--- src/rtl/rec_src_sel.sv ---
module rec_src_sel #(
  parameter int W = 16
) (
  input  logic         clk,
  input  logic         rst_n,
  input  logic         sp_vld,
  input  logic         sp_ch,
  input  logic [W-1:0] sp_dat,
  input  logic         sp_lock,
  input  logic         sp_orig,
  input  logic [1:0]   sp_rate,
  input  logic         adc_vld,
  input  logic         adc_ch,
  input  logic [W-1:0] adc_dat,
  input  logic         req_mono,
  input  logic         req_8b,
  input  logic [1:0]   req_rate,
  output logic         rec_vld,
  output logic [W-1:0] rec_l,
  output logic [W-1:0] rec_r,
  output logic         rec_from_sp,
  output logic         rec_err
);
  localparam int H = W / 2;
  localparam logic [1:0] RATE_BAD = 2'd3;

  logic         mid, sel, ferr;
  logic [W-1:0] hold;

  logic sp_live, fmt_ok, pick, abort;
  logic in_vld, in_ch;
  logic [W-1:0] in_dat;

  assign sp_live = sp_lock & sp_orig & (sp_rate != RATE_BAD);
  assign fmt_ok  = (req_rate == sp_rate) & ~(req_mono & req_8b);
  assign pick    = mid ? sel : (sp_live & fmt_ok);
  assign abort   = mid & sel & ~sp_lock;

  assign in_vld = pick ? sp_vld : adc_vld;
  assign in_ch  = pick ? sp_ch  : adc_ch;
  assign in_dat = pick ? sp_dat : adc_dat;

  logic signed [W:0] sum;
  logic [W-1:0] a_w, b_w, a_f, b_f;

  assign sum = $signed({hold[W-1], hold}) + $signed({in_dat[W-1], in_dat});
  assign a_w = req_mono ? sum[W:1] : hold;
  assign b_w = req_mono ? '0 : in_dat;
  assign a_f = req_8b ? {{H{1'b0}}, a_w[W-1:H]} : a_w;
  assign b_f = req_8b ? {{H{1'b0}}, b_w[W-1:H]} : b_w;

  always_ff @(posedge clk or negedge rst_n) begin
    if (!rst_n) begin
      mid         <= 1'b0;
      sel         <= 1'b0;
      ferr        <= 1'b0;
      hold        <= '0;
      rec_vld     <= 1'b0;
      rec_l       <= '0;
      rec_r       <= '0;
      rec_from_sp <= 1'b0;
      rec_err     <= 1'b0;
    end else begin
      rec_vld <= 1'b0;
      if (abort) begin
        mid <= 1'b0;
      end else if (in_vld && !in_ch) begin
        hold <= in_dat;
        mid  <= 1'b1;
        if (!mid) begin
          sel  <= sp_live & fmt_ok;
          ferr <= sp_live & ~fmt_ok;
        end
      end else if (in_vld && in_ch && mid) begin
        mid         <= 1'b0;
        rec_vld     <= 1'b1;
        rec_l       <= a_f;
        rec_r       <= b_f;
        rec_from_sp <= sel;
        rec_err     <= ferr;
      end
    end
  end
endmodule


--- config.mk ---
export PLATFORM = sky130hd
export DESIGN_NAME = rec_src_sel
export DESIGN_NICKNAME = d
export VERILOG_FILES = /design/src/rtl/rec_src_sel.sv
export SDC_FILE = /design/constraint.sdc
export NUM_CORES = 1
export LEC_CHECK = 0
export BUFFER_PORTS_ARGS = -buffer_cell sky130_fd_sc_hd__buf_2
export CAP_MARGIN = 20
export CORE_ASPECT_RATIO = 1.1
export CORE_MARGIN = 2
export CORE_UTILIZATION = 40
export DETAILED_ROUTE_END_ITERATION = 7
export PLACE_DENSITY = 0.61
export SYNTH_ARGS = -nofsm -noshare
export SYNTH_HDL_FRONTEND = slang
export SYNTH_SLANG_ARGS = --single-unit
--- constraint.sdc ---
create_clock -name clk -period 3.9 [get_ports clk]
set_input_delay 0.39 -clock clk [delete_from_list [all_inputs] [get_ports clk]]
set_output_delay 0.39 -clock clk [all_outputs]
set_load 0.01 [all_outputs]
==> results of run 1 <==
## through the flow
step,area (um^2),hold slack (ps),util (%)
floorplan,3682,94.41,-
global placement,4260,453.8,47.77
detailed placement,4260,457.9,47.77
CTS,4358,239.1,48.86
global route,4369,256.3,48.99
finish,4369,195.7,48.99
## state kept, by name, indices dropped and copies added (netlist names)
signal and flops:
ferr 1, hold 16, mid 1, rec_err 1, rec_from_sp 1, rec_l 16, rec_r 16, rec_vld 1
sel 1
## placed cells by master (no fill, tap or decap), types with 5 or more instances in the layout
cell type	n
a211oi_1	6
nand3_1	11
nand2_1	72
buf_2	80
a21o_1	7
dfrtp_1	54
nor3_1	7
nand2b_1	5
mux2_2	9
a21oi_1	23
clkbuf_8	6
ha_1	15
nor2_1	24
o21ai_0	49
inv_1	26
a22o_1	9
buf_4	12
nor2b_1	6
mux2i_1	19
## metal layers
layer  part of all wire, %  track usage [%]  vias to the layer above
li1                      -                -                     1711
met1                    45            31.28                     1667
met2                    47            36.42                      125
met3                   6.0            3.749                       13
met4                   1.6            5.816                        0
met5                     0                0                        -
## power by group through the flow
stage | clock network [mW] | logic [mW] | registers, mW
finish | 0.340 | 0.970 | 0.807
global route | 0.366 | 1.08 | 0.826
CTS | 0.344 | 0.965 | 0.806
detailed placement | 0 | 0.954 | 0.817
global placement | 0 | 0.937 | 0.816
floorplan | 0 | 0.587 | 0.851
## repair_timing
action                     in CTS  in global routing
hold buffers                    0                  0
resized for setup               2                  4
setup endpoints to repair       1                  4
## worst min-delay path by stage
stage,startpoint,end,slack [ps],cells past startpoint
2_1_floorplan,rst_n,ferr,90,0
3_3_place_gp,rec_r[12],rec_r[12],450,2
3_5_place_dp,rec_err,rec_err,460,2
4_1_cts,rst_n,hold[1],240,2
5_1_grt,rst_n,rec_err,260,2
6_report,rst_n,ferr,200,2
## final cells by class
cell class              instances  area (um^2)
clock buffers                   7        86.33
clock inverters                 1        5.005
fillers                       878         4549
inverters                      26        97.59
multi-input cells             334         2176
flip-flops and latches         54         1351
well taps                     114        142.6
repair buffers                 93        510.5
## cells by family (layout without fill, tap and decap cells)
logic type | after synthesis | in the layout
xor+xnor | 7 | 7
mux | 33 | 33
buf+inv | 44 | 127
flops | 54 | 54
fa+ha+maj | 16 | 16
compound gates | 134 | 134
simple gates | 144 | 144
## worst register-to-register path: cells and delay by family (launching register included)
| family | cells | cell delay [ps] |
|---|---|---|
| flops | 1 | 440 |
| fa+ha+maj | 1 | 380 |
| buf+inv | 3 | 390 |
| mux | 1 | 310 |
| compound gates | 6 | 1330 |
| simple gates | 3 | 710 |
==> flow_summary.json, run 1 <==
{
  "leakagePower_nw": 2.149,
  "cp-start-kind": "flip-flop",
  "dieHeight_um": 104.6,
  "hold_viol_final": 0,
  "grt_pass1_vias": 3376,
  "finalCriticalPeriod_ps": 3687,
  "antenna_found_initial": 0,
  "drv_cap": 0,
  "num_vias": 3516,
  "syn_area_um2": 3682,
  "syn_nets": 494,
  "run_status": "finished, final reports clean",
  "arrival_ps": 3880,
  "reg2reg_from": "mid",
  "tightest_slew_ps": 707.7,
  "synth_top_area_share_pct": 36.70,
  "cts_max_level": 2,
  "crit_family": "compound AO/OA/AOI/OAI gates",
  "r2r_end": "rec_l[2]",
  "sw_frac_of_total_pct": 40.45,
  "area.growth.synth_to_final_pct": 18.65,
  "synth_most_common_cell": "nand2_1",
  "cp.required_ps": 4090,
  "synth_fa_ha_area_share_pct": 5.641,
  "ys_top_cells_by_area": "dfrtp_1 37%, nand2_1 7.3%, o21ai_0 6.8%",
  "synth_top_family_by_area": "compound AO/OA/AOI/OAI gates",
  "cp_max_fo": 19,
  "relSlewSlack_pct": 52.82,
  "grt_pass1_wl_um": 17480,
  "clkPwrFrac_pct": 16.0,
  "synth_compound_area_share_pct": 23.65,
  "cts_buffer_depth": 2,
  "grt_use_total_pct": 22.55,
  "p_sw_mw": 0.8560,
  "drc_errors": 0,
  "wl_per_cell_um": 17.21,
  "routed_via_density": 5.590,
  "slowest_delay_ps": 440,
  "max_freq_mhz": 271.2,
  "synth-edff-count": 0,
  "place_inst": 621,
  "antenna_left": 0,
  "die_width_um": 95.48,
  "clock_sinks": 54,
  "io_pins": 81,
  "dr.first_iter.drc_count": 232,
  "path_clk_slew_ps": 100,
  "first_pass_iters": 4,
  "root_buffer": "clkbuf_8",
  "dp_slack_ps": -210.1,
  "core-area_um2": 8919,
  "yosys.area.top_type": "dfrtp_1",
  "dpl.hpwl_um": 8173,
  "synth.distinct_cells": 52,
  "p_per_area_nw_per_um2": 484.4,
  "finalWorstSetupSlack_ps": 213.1,
  "crit_path_frequent_cell": "inv_1",
  "cp_slowest_cell": "dfrtp_1",
  "worst-path-buf-inv": 3,
  "setup_viol": 0,
  "overflow": 0,
  "drive_gt1_share_pct": 24.27,
  "final_nets": 576,
  "core.rowCount": 36,
  "worst-setup-path-type": "flip-flop to flip-flop",
  "clock_skew_ps": 12.30,
  "grt_max_degree": 55,
  "worstPathCellList": "inv_1, nand4_1, o21ai_4, buf_12, mux2i_2, inv_1, ha_1, a21oi_2, o21ai_1, or2_2, nor2_1, a211oi_1, a2111oi_2, o31ai_1",
  "gp_congestion": 0.8588,
  "seqPwrFrac_pct": 38.1,
  "synthXorXnorAreaFrac_pct": 1.665,
  "synth.avg_cell_area_um2": 8.524,
  "async_reset_ff_share_pct": 100.0,
  "yosys.area_share.simple_pct": 17.60,
  "routed_wl_um": 10830,
  "cts_tree": "done",
  "stdcell_count": 629,
  "critPathLaunch": "mid",
  "crit_end": "rec_l[2]",
  "hold_path_class": "primary input to async pin",
  "synthFlopType": "dfrtp_1",
  "post_cts_buffers": 0,
  "power.internal_mw": 1.260,
  "period_share_pct": 94.53,
  "clk_latency_ps": 320,
  "io_buffers": 80,
  "yosys_register_bits": 54,
  "syn_inst": 432,
  "peakVddDrop_mv": 0.1972,
  "p_total_mw": 2.116,
  "end_kind": "flip-flop",
  "synth_common_cells": "72 x nand2_1, 54 x dfrtp_1, 50 x o21ai_0",
  "comb_power_share_pct": 45.8,
  "ys_warn_count": 0,
  "initial_core_util_pct": 41.29,
  "reg2regPathDepth": 14,
  "finalMaxSlewViolations": 0,
  "path_depth": 14,
  "synth_mux_area_share_pct": 9.888,
  "tns_ps": 0,
  "reg2reg_slack_ps": 210,
  "numCtsBuffers": 5,
  "ys_seq_area_share_pct": 36.70,
  "dieArea_um2": 9990,
  "antenna_cells": 0
}
(Power assumes the default switching activity.)
==> run 2, diff against run 1 <==
ABC_AREA = 1   (was unset)
==> flow_summary.json, run 2 <==
{
  "run_status": "finished, final reports clean",
  "cp_max_fo": 16,
  "dr.first_iter.drc_count": 245,
  "grt_pass1_wl_um": 16970,
  "cts_resized": 0,
  "tns_ps": 0,
  "syn_area_um2": 3525,
  "async_reset_ff_share_pct": 100.0,
  "grt_max_degree": 55,
  "numCtsBuffers": 5,
  "dpl.hpwl_um": 7955,
  "dieHeight_um": 102.5,
  "cts_buffer_depth": 2,
  "cp.required_ps": 4110,
  "yosys_register_bits": 54,
  "drc_errors": 0,
  "ys_warn_count": 0,
  "final_nets": 634,
  "cp-start-kind": "flip-flop",
  "relSlewSlack_pct": 46.20,
  "tightest_slew_ps": 806.1,
  "syn_inst": 497,
  "finalCriticalPeriod_ps": 3244,
  "path_clk_slew_ps": 110,
  "cts_max_level": 2,
  "antenna_left": 0,
  "largestRegisters": "hold (16), rec_l (16), rec_r (16)",
  "routed_via_density": 5.165,
  "antenna_found_initial": 0,
  "worst-setup-path-type": "flip-flop to flip-flop",
  "final_util_pct": 48.29,
  "antenna_cells": 0,
  "layout_common_cells": "204 x nand2_1, 80 x buf_2, 54 x dfrtp_1",
  "post_cts_buffers": 0,
  "end_kind": "flip-flop",
  "area.growth.synth_to_final_pct": 15.80,
  "ys_top_cells_by_area": "dfrtp_1 38%, nand2_1 22%, ha_1 5.3%",
  "yosys.area.top_type": "dfrtp_1",
  "arrival_ps": 3450,
  "synth_most_common_cell": "nand2_1",
  "core-area_um2": 8452,
  "wl_per_cell_um": 15.35,
  "syn_nets": 559,
  "clock_sinks": 54,
  "finalMaxSlewViolations": 0,
  "grt_pass1_vias": 3441,
  "drv_cap": 0,
  "root_buffer": "clkbuf_8",
  "core.rowCount": 35,
  "cts_hold_buf": 0,
  "final_common_cell": "nand2_1",
  "leakagePower_nw": 2.263,
  "gp_congestion": 0.9332,
  "period_share_pct": 83.17,
  "io_buffers": 80,
  "hold_viol_final": 0,
  "synthFlopType": "dfrtp_1",
  "synth.avg_cell_area_um2": 7.092,
  "clock_skew_ps": 10.46,
  "initial_core_util_pct": 41.70,
  "drive_gt1_share_pct": 19.02,
  "grt_use_total_pct": 22.83,
  "critPathLaunch": "mid",
  "rsz0062_at_grt": "no",
  "final_area_um2": 4081,
  "p_total_mw": 2.229,
  "setup_viol": 0,
  "whs_ps": 185.8,
  "overflow": 0,
  "hold_path_class": "primary input to async pin",
  "peakVddDrop_mv": 0.2541,
  "synth.distinct_cells": 36,
  "synth_top_area_share_pct": 38.34,
  "first_pass_iters": 5,
  "ys_seq_area_share_pct": 38.34,
  "clk_latency_ps": 320,
  "p_per_area_nw_per_um2": 546.2,
  "num_vias": 3533,
  "io_pins": 81,
  "cts_tree": "done",
  "synth-edff-count": 0,
  "die_width_um": 93.50,
  "dieArea_um2": 9579,
  "routed_wl_um": 10500,
  "placed_area_um2": 3964,
  "synth_common_cells": "204 x nand2_1, 54 x dfrtp_1, 40 x inv_1",
  "max_freq_mhz": 308.3,
  "reg2reg_from": "mid"
}
[run 2: cell count changes after synthesis, sizes merged, moves of 8 or more]
cell / delta
clkbuf: -8
inv: +19
mux2: -11
mux2i: -20
nand2: +136
nand3: +24
o21ai: -25
[run 2: worst paths after layout]
kind | to | slack, ps | cells past startpoint
worst max-delay path | rec_l[1] | 660 | 20
worst min-delay path | rec_l[14] | 190 | 2
worst max register to register | rec_l[1] | 660 | 20
worst min register to register | rec_r[0] | 480 | 2
max in group asynchronous | hold[4] | 3240 | 2
min in group clk | mid | 440 | 5
[run 2: through the flow]
stage,worst slack (ps),std cells
floorplan,915.6,497
global placement,569.1,676
detailed placement,506.1,676
CTS,673.2,684
global route,292.2,684
finish,656.4,684
[run 2: area by class of cell]
class,instances,area [um^2]
fillers,879,4370
clock inverters,3,48.80
inverters,45,168.9
repair buffers,85,437.9
multi-input cells,381,1867
flip-flops and latches,54,1351
clock buffers,5,68.82
well taps,111,138.9
[run 2: power by group]
group / leakage (nW) / switching [mW] / internal (mW)
Combinational: 1.52 / 0.604 / 0.383
Sequential: 0.684 / 0.109 / 0.729
Clock: 0.0563 / 0.209 / 0.196
[run 2: logic make-up (layout without fill, tap and decap cells)]
family | Yosys count | count (layout) | synth area share, %
xor gates and xnor gates | 6 | 6 | 1.491
buffers and inverters | 62 | 138 | 8.697
and+or+nand+nor | 288 | 288 | 33.97
muxes | 1 | 1 | 0.3904
adders and majority gates | 16 | 16 | 5.893
AOI/OAI and AO/OA | 70 | 70 | 11.22
DFF | 54 | 54 | 38.34
[run 2: layer usage]
metal | track usage (%) | up-vias | share of wire [%]
li1 | - | 1754 | -
met5 | 0 | - | 0
met4 | 6.787 | 0 | 2.0
met3 | 2.507 | 14 | 4.8
met2 | 36.41 | 107 | 46
met1 | 32.85 | 1658 | 48
[run 2: worst max-delay path, cell delays in order, from the launching register on]
cell	delay [ps]
dfrtp_1	420
inv_1	80
nand3_1	70
nor2_1	150
nand3_2	110
nand2_2	70
inv_1	230
nand2_1	140
nand2_1	140
fa_1	460
nand3_1	120
nand3_1	110
nand2_1	110
nand2_1	50
a21oi_1	210
o21ai_1	140
a21oi_1	190
or2_1	120
nand3_1	90
nand3_1	80
a21oi_1	60
==> run 3, diff against run 2 <==
PLACE_DENSITY = 0.64   (was 0.61)
clock period = 2.6 ns   (was 3.9 ns; I/O delays follow)
==> flow_summary.json, run 3 (synthesis gave the netlist of run 2 again) <==
{
  "worstHoldStart": "sp_ch",
  "comb_power_share_pct": 55.0,
  "path_clk_slew_ps": 110,
  "placed_area_um2": 4481,
  "seq_area_um2": 1351,
  "grt_pass1_wl_um": 18860,
  "tns_ps": -1722,
  "final_area_um2": 5169,
  "worst-setup-path-type": "flip-flop to flip-flop",
  "cts_max_level": 2,
  "clock_skew_ps": 10.09,
  "area.growth.synth_to_final_pct": 46.65,
  "seqPwrFrac_pct": 30.9,
  "dieArea_um2": 9579,
  "gp_congestion": 0.9242,
  "finalCriticalPeriod_ps": 2812,
  "crit_family": "simple AND/OR/NAND/NOR gates",
  "cts_tree": "done",
  "cp-start-kind": "flip-flop",
  "final_common_cell": "nand2_1",
  "antenna_left": 0,
  "clk_latency_ps": 310,
  "die_width_um": 93.50,
  "cp_slowest_cell": "dfrtp_1",
  "overflow": 0,
  "numCtsBuffers": 5,
  "root_buffer": "clkbuf_8",
  "layout_common_cells": "174 x nand2_1, 80 x buf_2, 76 x buf_4",
  "routed_wl_um": 12350,
  "first_pass_iters": 5,
  "grt_use_total_pct": 25.07,
  "core-area_um2": 8452,
  "rsz0062_at_grt": "yes",
  "dieHeight_um": 102.5,
  "final_util_pct": 61.15,
  "p_sw_mw": 1.696,
  "drive_gt1_share_pct": 41.14,
  "max_freq_mhz": 355.6,
  "p_per_area_nw_per_um2": 799.7,
  "grt_max_degree": 30,
  "reg2reg_from": "mid",
  "cp.required_ps": 2850,
  "initial_core_util_pct": 41.70,
  "whs_ps": 342.0,
  "clock_sinks": 54,
  "dr.first_iter.drc_count": 292,
  "antenna_found_initial": 0,
  "period_share_pct": 108.1,
  "final_nets": 710,
  "run_status": "complete, but fails checks",
  "finalWorstSetupSlack_ps": -211.8,
  "peakVddDrop_mv": 0.2784,
  "critPathLaunch": "mid",
  "grt_pass1_vias": 3824,
  "tightest_slew_ps": 507.4,
  "relSlewSlack_pct": 66.17,
  "setup_viol": 15,
  "core.rowCount": 35,
  "worstPathCellList": "inv_2, nand3_2, nor2_4, nand3_4, nand2_8, clkinv_8, nand2_1, nand2_2, ha_4, nand2_2, nand3_4, nand2_2, nand2_2, a21oi_4, o21ai_2, a21oi_2, or2_1, nand3_2, nand3_2, a21oi_2",
  "num-fill-cells": 772,
  "drc_errors": 0,
  "drv_cap": 0,
  "cp_max_fo": 8,
  "multi_input_area_um2": 2344,
  "sw_frac_of_total_pct": 41.03,
  "num_vias": 3966,
  "antenna_cells": 0,
  "clkPwrFrac_pct": 14.1,
  "routed_via_density": 5.218,
  "dpl.hpwl_um": 8930,
  "end_kind": "flip-flop",
  "slowest_delay_ps": 400,
  "leakagePower_nw": 2.695,
  "cts_buffer_depth": 2,
  "worst-path-buf-inv": 2,
  "hold_path_class": "primary input to flip-flop",
  "finalMaxSlewViolations": 0,
  "failed_checks": "setup timing",
  "arrival_ps": 3060,
  "crit_path_frequent_cell": "nand2_2",
  "largestRegisters": "hold (16), rec_l (16), rec_r (16)",
  "hold_viol_final": 0,
  "power.internal_mw": 2.438,
  "wl_per_cell_um": 16.26,
  "io_pins": 81,
  "io_buffers": 80
}
[run 3: final cells by class]
class,instances,share of cell area [%]
Timing Repair inverter,1,0.1695
Sequential cell,54,26.14
Multi-Input combinational cell,381,45.34
Clock inverter,3,0.8473
Clock buffer,5,1.331
Inverter,45,3.510
Timing Repair Buffer,160,19.97
Tap cell,111,2.687
[run 3: metal layers]
metal  wire length (um)  track usage, %  vias up
met3                702           2.950       33
met1               5290           33.56     1863
met5                  0               0        -
met2               5926           42.83      167
li1                   -               -     1903
met4                434           7.353        0
[run 3: repair_timing]
item                                   4_1_cts  5_1_grt
endpoints found under the hold margin       21        0
resized for setup                           43       58
setup endpoints to repair                   16       16
hold buffers                                 1        0
cloned                                       0        2
buffers inserted                             3        7
pin swaps                                   10       10
[run 3: power groups by stage]
stage / Combinational, mW / Sequential [mW] / Clock [mW]
after CTS: 2.00 / 1.26 / 0.606
after detailed placement: 1.85 / 1.27 / 0
after floorplan: 0.955 / 1.34 / 0
after global placement: 1.82 / 1.26 / 0
final: 2.27 / 1.28 / 0.584
after global routing: 2.49 / 1.30 / 0.618
[run 3: path summary, 6_finish.rpt]
check                      cells after the start  slack, ps        end
min reg2reg                                    2        480   rec_r[0]
min                                            4        340       ferr
max in group asynchronous                      3       1530   rec_l[2]
max                                           20       -210   rec_l[1]
max reg2reg                                   20       -210   rec_l[1]
min in group asynchronous                      2        440  rec_l[15]
[run 3: per-stage QoR]
| stage | power (mW) | worst slack [ps] | instances |
|---|---|---|---|
| after CTS | 3.875 | -148.4 | 751 |
| final | 4.133 | -211.8 | 760 |
| after detailed placement | 3.111 | -382.7 | 739 |
| after floorplan | 2.290 | -163.1 | 497 |
| after global placement | 3.085 | -422.2 | 739 |
| after global routing | 4.414 | -380.5 | 760 |
[run 3: worst register-to-register path, delay by kind of cell (launching register included)]
family / cells / cell delay [ps]
DFF: 1 / 400
and+or+nand+nor: 13 / 1410
adders and majority gates: 1 / 300
buffers and inverters: 2 / 170
AOI/OAI and AO/OA: 4 / 470
